## src/rtl/rx_fifo_pkg.sv

```systemverilog
// Package: shared constants and the per-cycle transfer record for the
// receive FIFO. Assumes an 8-bit control word with fixed bit positions.
package rx_fifo_pkg;
    localparam int RXEN_BIT  = 4;   // receive enable
    localparam int IRQEN_BIT = 6;   // receive interrupt enable

    // What happens to the queue in one cycle
    typedef struct packed {
        logic accept;   // a byte is written at the head
        logic take;     // a byte is removed at the tail
    } rx_xfer_t;
endpackage

```

## src/rtl/rx_fifo_store.sv

```systemverilog
// Module: circular byte store with head/tail pointers and fill count.
// Assumes the caller gates accept against a full buffer and take against
// an empty one; pointers wrap to zero after entry DEPTH-1.
module rx_fifo_store #(
    parameter int DATA_W = 8,
    parameter int DEPTH  = 16,
    localparam int PTR_W = $clog2(DEPTH),
    localparam int CNT_W = $clog2(DEPTH + 1)
) (
    input  logic                clk,
    input  logic                rst_n,
    input  rx_fifo_pkg::rx_xfer_t xfer,
    input  logic [DATA_W-1:0]   wr_data,
    output logic [DATA_W-1:0]   rd_data,
    output logic [CNT_W-1:0]    count,
    output logic [CNT_W-1:0]    count_next
);
    logic [DATA_W-1:0] mem [DEPTH];
    logic [PTR_W-1:0]  head;
    logic [PTR_W-1:0]  tail;

    // Advance a pointer by one with wraparound at DEPTH
    function automatic logic [PTR_W-1:0] bump(input logic [PTR_W-1:0] p);
        return (p == PTR_W'(DEPTH - 1)) ? '0 : p + 1'b1;
    endfunction

    // Next fill level from this cycle's accept/take pair
    always_comb begin
        count_next = count;
        unique case ({xfer.accept, xfer.take})
            2'b10:   count_next = count + 1'b1;
            2'b01:   count_next = count - 1'b1;
            default: count_next = count;
        endcase
    end

    // Store the accepted byte at the head
    always_ff @(posedge clk) begin
        if (xfer.accept) mem[head] <= wr_data;
    end

    // Update pointers and fill level
    always_ff @(posedge clk) begin
        if (!rst_n) begin
            head  <= '0;
            tail  <= '0;
            count <= '0;
        end else begin
            if (xfer.accept) head <= bump(head);
            if (xfer.take)   tail <= bump(tail);
            count <= count_next;
        end
    end

    assign rd_data = mem[tail];
endmodule

```

## src/rtl/rx_full_flag.sv

```systemverilog
// Module: sticky data-full flag. Sets when an accepted byte brings the new
// level to or above the trigger; a CPU clear is honoured only while the
// current level is below the trigger. Set takes priority over clear.
module rx_full_flag #(
    parameter int CNT_W = 5
) (
    input  logic             clk,
    input  logic             rst_n,
    input  logic             accept,
    input  logic [CNT_W-1:0] count,
    input  logic [CNT_W-1:0] count_next,
    input  logic [CNT_W-1:0] trig,
    input  logic             clr_req,
    output logic             full
);
    logic set_now;
    logic clr_now;

    // Decide set and clear for this cycle
    always_comb begin
        set_now = accept && (count_next >= trig);
        clr_now = clr_req && (count < trig);
    end

    // Hold the flag between events
    always_ff @(posedge clk) begin
        if (!rst_n)       full <= 1'b0;
        else if (set_now) full <= 1'b1;
        else if (clr_now) full <= 1'b0;
    end
endmodule

```

## src/rtl/rx_char_timeout.sv

```systemverilog
// Module: character timeout. Restarts on each byte accepted below the
// trigger, is cancelled by a byte that reaches it, and counts TMO_ETU
// ticks. Expiry with data left raises the flag; an accept or an empty
// buffer clears it. Assumes etu_tick is a one-cycle pulse.
module rx_char_timeout #(
    parameter int TMO_ETU = 15,
    localparam int TC_W   = $clog2(TMO_ETU + 1)
) (
    input  logic clk,
    input  logic rst_n,
    input  logic accept,
    input  logic below_trig,
    input  logic tick,
    input  logic data_left,
    output logic tmo_flag
);
    logic            running;
    logic [TC_W-1:0] ticks;
    logic            expire;

    // Expiry happens on the last tick of a running window
    always_comb expire = !accept && running && tick && (ticks == TC_W'(TMO_ETU - 1));

    // Run, restart or cancel the tick counter
    always_ff @(posedge clk) begin
        if (!rst_n) begin
            running <= 1'b0;
            ticks   <= '0;
        end else if (accept) begin
            running <= below_trig;
            ticks   <= '0;
        end else if (running && tick) begin
            if (expire) running <= 1'b0;
            else        ticks   <= ticks + 1'b1;
        end
    end

    // Flag expiry while bytes are still queued
    always_ff @(posedge clk) begin
        if (!rst_n)                    tmo_flag <= 1'b0;
        else if (accept || !data_left) tmo_flag <= 1'b0;
        else if (expire)               tmo_flag <= 1'b1;
    end
endmodule

```

## src/rtl/rx_trigger_fifo.sv

```systemverilog
// Module: top of the serial receive queue. Gates incoming bytes by the
// receive-enable bit and free space, advertises free slots, and combines
// the fill trigger and the character timeout into one interrupt.
// Assumes trig_level lies in 1..DEPTH and ctrl is held by software.
module rx_trigger_fifo #(
    parameter int DATA_W  = 8,
    parameter int DEPTH   = 16,
    parameter int TMO_ETU = 15,
    localparam int CNT_W  = $clog2(DEPTH + 1)
) (
    input  logic              clk,
    input  logic              rst_n,
    input  logic [7:0]        ctrl,
    input  logic [CNT_W-1:0]  trig_level,
    input  logic              etu_tick,
    input  logic              in_valid,
    input  logic [DATA_W-1:0] in_data,
    output logic [CNT_W-1:0]  free_slots,
    input  logic              pop,
    output logic [DATA_W-1:0] pop_data,
    input  logic              clr_full,
    output logic [CNT_W-1:0]  fill_count,
    output logic              data_full,
    output logic              timeout_flag,
    output logic              rx_irq
);
    import rx_fifo_pkg::*;

    rx_xfer_t         xfer;
    logic [CNT_W-1:0] cnt;
    logic [CNT_W-1:0] cnt_next;
    logic             rx_en;

    // Gate transfers by enable, space and content
    always_comb begin
        rx_en       = ctrl[RXEN_BIT];
        xfer.accept = in_valid && rx_en && (cnt != CNT_W'(DEPTH));
        xfer.take   = pop && (cnt != '0);
    end

    rx_fifo_store #(.DATA_W(DATA_W), .DEPTH(DEPTH)) u_store (
        .clk       (clk),
        .rst_n     (rst_n),
        .xfer      (xfer),
        .wr_data   (in_data),
        .rd_data   (pop_data),
        .count     (cnt),
        .count_next(cnt_next)
    );

    rx_full_flag #(.CNT_W(CNT_W)) u_full (
        .clk       (clk),
        .rst_n     (rst_n),
        .accept    (xfer.accept),
        .count     (cnt),
        .count_next(cnt_next),
        .trig      (trig_level),
        .clr_req   (clr_full),
        .full      (data_full)
    );

    rx_char_timeout #(.TMO_ETU(TMO_ETU)) u_tmo (
        .clk       (clk),
        .rst_n     (rst_n),
        .accept    (xfer.accept),
        .below_trig(cnt_next < trig_level),
        .tick      (etu_tick),
        .data_left (cnt_next != '0),
        .tmo_flag  (timeout_flag)
    );

    // Advertise space only while reception is enabled
    always_comb free_slots = rx_en ? CNT_W'(DEPTH) - cnt : '0;

    // Interrupt from either source, gated by the enable bit
    always_comb rx_irq = ctrl[IRQEN_BIT] && (data_full || timeout_flag);

    assign fill_count = cnt;
endmodule

```

## config.mk

```make
export PLATFORM = sky130hd
export DESIGN_NAME = rx_trigger_fifo
export DESIGN_NICKNAME = d
export VERILOG_FILES = /design/src/rtl/rx_fifo_pkg.sv /design/src/rtl/rx_fifo_store.sv /design/src/rtl/rx_full_flag.sv /design/src/rtl/rx_char_timeout.sv /design/src/rtl/rx_trigger_fifo.sv
export SDC_FILE = /design/constraint.sdc
export NUM_CORES = 1
export LEC_CHECK = 0
export ABC_AREA = 1
export BUFFER_PORTS_ARGS = -buffer_cell sky130_fd_sc_hd__buf_2
export CORE_MARGIN = 2
export CORE_UTILIZATION = 60
export DETAILED_ROUTE_END_ITERATION = 6
export GPL_TIMING_DRIVEN = 0
export PLACE_DENSITY = 0.8
export SLEW_MARGIN = 20
export SYNTH_ARGS = -nofsm -noshare
export SYNTH_HDL_FRONTEND = slang
export SYNTH_HIERARCHICAL = 1
export SYNTH_SLANG_ARGS = --single-unit
```

## constraint.sdc

```tcl
create_clock -name clk -period 10 [get_ports clk]
set_clock_uncertainty 0.05 [all_clocks]
set_input_delay 2 -clock clk [delete_from_list [all_inputs] [get_ports clk]]
set_output_delay 2 -clock clk [all_outputs]
set_load 0.02 [all_outputs]
```

* Word-level counts from Yosys, hierarchy flattened *
Memories as Yosys holds them, arrays and structs flattened. A register that Yosys moved wholly into a read port is not among the register bits.
Cells that the tools add are included.

operators by class
  add/sub/neg operators = 6
  order comparisons = 3
  equality and inequality tests = 6
  muxes and demuxes = 13
  bitwise operators = 2
  reduce and logical (&&, ||, !) cells = 23

operators with widths
  operator                                          count
  2-to-1 mux 4 bit                                  4
  adder 4 x 1 -> 4 bit, second input constant       3
  == test 4 bit, second input constant              3
  logical AND 1 bit                                 10
  less-than comparator 5 bit                        2
  one-hot mux 5 bit (2 select lines)                1
  nonzero test 5 bit                                2
  2-to-1 mux 1 bit                                  7
  nonzero test 2 bit                                3
  adder 5 x 1 -> 5 bit, second input constant       1
  >= comparator 5 bit                               1
  2-to-1 mux 5 bit                                  1
  != test 5 bit, second input constant              1
  subtractor 5 x 1 -> 5 bit, second input constant  1
  subtractor 5 bit, first input constant            1
  AND reduction 2 bit                               2
  OR reduction 2 bit                                2
  == test 2 x 1 -> 1 bit, second input constant     1
  == test 2 bit, second input constant              1
  logical NOT 1 bit                                 2
  logical OR 1 bit                                  2
  inverter 1 bit                                    2

storage, ports and cells
  flip-flop bits (word level) = 20
  RAM bits = 128
  input port bits = 27
  output and inout port bits = 21
  memories kept = 1

memory list
  memory       words  bits a word  read ports  clocked after Yosys merged registers in  wr ports  line                 source
  u_store.mem  16     8            1           1                                        1         rx_fifo_store.sv:18  logic [DATA_W-1:0] mem [DEPTH];

* Longest topological paths before layout *
  depth after elaboration = 9
  depth in mapped cells = 28
  gate-level depth less buffers = 28

* Hierarchy *
Netlist, hierarchy kept.

by module, submodules not included
  module           instances  cells each  area an instance (um^2)  sequential area each (um^2)
  rx_fifo_store    1          545         6,184.7                  4,184.0
  rx_char_timeout  1          45          332.8                    120.1
  rx_full_flag     1          46          280.3                    20.0
  rx_trigger_fifo  1          52          277.8                    0.0

* Worst setup path before layout *
No wires, ideal clock.

  path type = input -> register
  from = input port in_valid
  to = register u_tmo.running
  library setup time = 70 ps
  arrival time = 4,490 ps
  required time = 9,880 ps
  setup slack = 5,390 ps
  cell stages on the path = 21
  buffers on the path = 0
  path through = nand2_1 -> nor2_1 -> inv_1 -> ha_1 -> nand2_1 -> inv_1 -> nor2_1 -> ha_1 -> inv_1 -> nand2_1 -> nand3_1 -> nand3_1 -> nand3_1 -> nand2_1 -> inv_1 -> ha_1 -> a21oi_1 -> nand2_1 -> nor2_1 -> nand2_1 -> a21oi_1

RTL lines
  element               line                   source
  from (decl)           rx_trigger_fifo.sv:16  input logic in_valid,
  to (signal assigned)  rx_char_timeout.sv:30  running <= below_trig;
  to (decl)             rx_char_timeout.sv:17  logic running;

==> key figures <==
Floorplanning
  – Initial Util: 61.70%
  – Die Wd: 112.6 um
  – Rows: 39
  – Area of the core: 11470 sq um
  – Die area: 12680 sq um
  – Die Height: 112.6 um
  – Ports: 48

Clocking
  – Post-cts sizing count: 0
  – CTS Buf Count: 17
  – Clock latency on the worst-skew pair: 0.42 ns
  – # clock sinks: 152
  – Clock Pin Slew Worst Setup and Hold Paths: 0.05 ns
  – CTS tree: done
  – Root buf cell: clkbuf_16
  – Hold-fix buffers, CTS: 0
  – H-tree Lvls: 4
  – Post-CTS Setup Inserts: 0
  – Clock buffer depth: 2

Setup path
  – Crit path kind: primary input to flop
  – CP Cell Sequence: buf_2 -> nand2_1 -> nor2_1 -> inv_1 -> ha_1 -> nand2_1 -> inv_1 -> nor2_1 -> ha_1 -> inv_1 -> nand2_1 -> nand3_1 -> nand3_1 -> nand3_1 -> nand2_1 -> inv_1 -> ha_1 -> a21oi_1 -> nand2_1 -> nor2_1 -> nand2_1 -> a21oi_1
  – Worst setup path startpoint: ctrl[4]
  – R2R Path Start: u_store/count[0]
  – Critical Path End Type: flop
  – CP startpoint kind: primary input
  – Worst path max stage delay: 0.55 ns
  – WP data arrival: 5.23 ns
  – R2R setup slack: 5.56 ns
  – Crit Reg-Reg Endpoint: u_tmo/running
  – Critical-path top delay cell: nor2_1
  – CP most frequent cell: nand2_1
  – R2R depth: 25
  – Worst EP required: 10.30 ns
  – CP endpoint: u_tmo/running
  – Crit-path max FO: 11

STA
  – Fmax: 203.0 MHz
  – Max_slew headroom: 45.60%
  – Final period utilization: 49.27%
  – Final Hold Fails: 0
  – Tmin final: 4.927 ns
  – Worst-Margin Slew: 0.8130 ns
  – Final setup fails: 0
  – RSZ-0062 raised after global routing: false
  – Max-slew violations: 0
  – Final setup TNS: 0 ns

Route
  – Final WL: 16.74 mm
  – Residual DRC: 0
  – DR vias: 5190
  – DRT Pass-1 Iters: 5
  – Post-DRT Antenna Nets: 0
  – Via density: 5.741
  – Iteration-0 DRC Markers: 498
  – Routed len/inst: 18.51 um

Yosys
  – Mapped Cells: 688
  – Synthesized area: 7076 sq um
  – Syn nets: 741
  – Post-synthesis sequential area ratio: 61.11%
  – Synth Register Bits: 152
  – Avg Inst Size Synth: 10.28 sq um
  – Synth cell types: 29
  – Yosys warning count: 6

GRT
  – Global-route wire length before repair: 26.50 mm
  – Overflow after GRT: 0
  – Total track usage: 27.83%
  – Largest net degree at the start of global routing: 17
  – Initial antenna violation count: 0
  – Vias in the first global route: 4926

Flow run
  – # Max-Cap Violations: 0

Layout
  – Synth-to-Final Area Change: 13.63%
  – Fin nets: 801
  – ANT cells: 0
  – Layout cells sized above 1: 14.72%
  – Fin util: 70.11%

Power
  – Peak VDD IR: 0.2002 mV
  – Pleak: 0.003343 uW
  – Pwr per Cell Area: 272.7 nW/um^2
  – Final Power: 2193 uW

Placed design
  – IO Port Bufs: 41
  – GP Congestion: 0.9571
  – Post-DP HPWL: 11.54 mm

Run status
  – Status: complete, no violations

Min path
  – HP Class: flop to flop
==> state kept, by name, indices dropped and copies added, names as in the netlist, named ones only <==
register        flops
u_store/mem       128
u_store/count       5
u_store/head        4
u_store/tail        4
u_tmo/ticks         4
u_full/full         1
u_tmo/running       1
u_tmo/tmo_flag      1
==> cell usage after synthesis <==
| master | instances | area share [%] |
|---|---|---|
| nand4_1 | 1 | 0.088 |
| nand3_1 | 65 | 4.6 |
| nand2_1 | 114 | 6.0 |
| o211ai_1 | 22 | 2.3 |
| a211oi_1 | 1 | 0.11 |
| nand3b_1 | 2 | 0.21 |
| xor2_1 | 3 | 0.37 |
| clkbuf_1 | 4 | 0.21 |
| nand2_4 | 2 | 0.32 |
| inv_1 | 124 | 6.6 |
| dfxtp_1 | 24 | 6.8 |
| nor3_1 | 4 | 0.28 |
| ha_1 | 26 | 4.6 |
| nor2_1 | 34 | 1.8 |
| buf_1 | 1 | 0.053 |
| o21ai_1 | 3 | 0.21 |
| o21a_1 | 2 | 0.21 |
| o21ai_0 | 36 | 2.5 |
| buf_6 | 4 | 0.64 |
| xnor2_1 | 1 | 0.12 |
| nand3_2 | 1 | 0.14 |
| a21oi_1 | 51 | 3.6 |
| nor2_2 | 5 | 0.44 |
| buf_2 | 15 | 1.1 |
| edfxtp_1 | 128 | 54 |
| o211ai_2 | 10 | 1.8 |
| or2_2 | 2 | 0.18 |
| buf_4 | 1 | 0.11 |
| a21oi_2 | 2 | 0.25 |
==> critical path: cells and delay by family <==
family / cells / cell delay [ns]
AND/OR/NAND/NOR: 12 / 1.52
adder cells (fa/ha/maj): 3 / 0.82
buffers and inverters: 5 / 0.55
AO/OA/AOI/OAI: 2 / 0.31
==> how the worst min path moves through the flow <==
stage	from	endpoint	slack (ns)	depth (start not counted)
after floorplan	u_tmo/running	u_tmo/running	0.41	2
after global placement	u_tmo/tmo_flag	u_tmo/tmo_flag	0.40	2
after detailed placement	u_full/full	u_full/full	0.43	2
after CTS	u_tmo/tmo_flag	u_tmo/tmo_flag	0.44	2
after global routing	u_tmo/tmo_flag	u_tmo/tmo_flag	0.47	2
final	u_tmo/tmo_flag	u_tmo/tmo_flag	0.43	2
==> logic make-up after synthesis <==
kind of cell,Yosys count,synth area share (%)
AO/OA/AOI/OAI,127,11.03
XOR/XNOR,4,0.4952
adder cells (fa/ha/maj),26,4.598
buffers and inverters,149,8.647
flip-flops,152,61.11
AND/OR/NAND/NOR,230,14.11
==> final cells by class <==
cell class,count,area [sq um]
Multi-Input combinational cell,387,2140
Timing Repair Buffer,41,205.2
Clock buffer,24,514.2
Inverter,124,465.4
Tap cell,143,178.9
Clock inverter,8,66.31
Fill cell,788,3427
Buffer,25,146.4
Sequential cell,152,4324
==> per-layer routing <==
| layer | share of wire [%] | track usage, % | vias up |
|---|---|---|---|
| met4 | 2.9 | 12.60 | 0 |
| met3 | 7.7 | 6.048 | 43 |
| met5 | 0 | 0 | - |
| li1 | - | - | 2440 |
| met2 | 48 | 44.99 | 245 |
| met1 | 41 | 36.36 | 2462 |
==> stage by stage <==
stage                     hold slack [ns]  cells  setup slack [ns]  instance area [sq um]
after floorplan                    0.4076    688             5.390                   7076
final                              0.4349    904             5.073                   8040
after global placement             0.4015    872             4.706                   7460
after global routing               0.4684    904             4.690                   8040
after detailed placement           0.4317    872             4.628                   7460
after CTS                          0.4395    904             5.056                   8040
==> placed cells by master (no fill, tap or decap), types with 3 or more instances in the layout <==
cell type and count:
dfxtp_1 24, clkbuf_16 19, nor2_1 34, o211ai_2 10
nor2_2 5, clkbuf_1 7, o21ai_0 36, buf_2 56
nand2_1 114, nand3_1 65, o21ai_1 3, a21oi_1 51
ha_1 26, nor3_1 4, buf_6 4, xor2_1 3
clkinv_2 6, edfxtp_1 128, inv_1 124, o211ai_1 22
==> where the power goes <==
group,internal [uW],leakage (uW),switching (uW),total [uW]
logic,279,0.00170,544,823
registers,716,0.00135,34.3,750
clock network,382,0.000294,237,620
total,1380,0.00334,815,2190
Power figures use the tool's default switching activity.
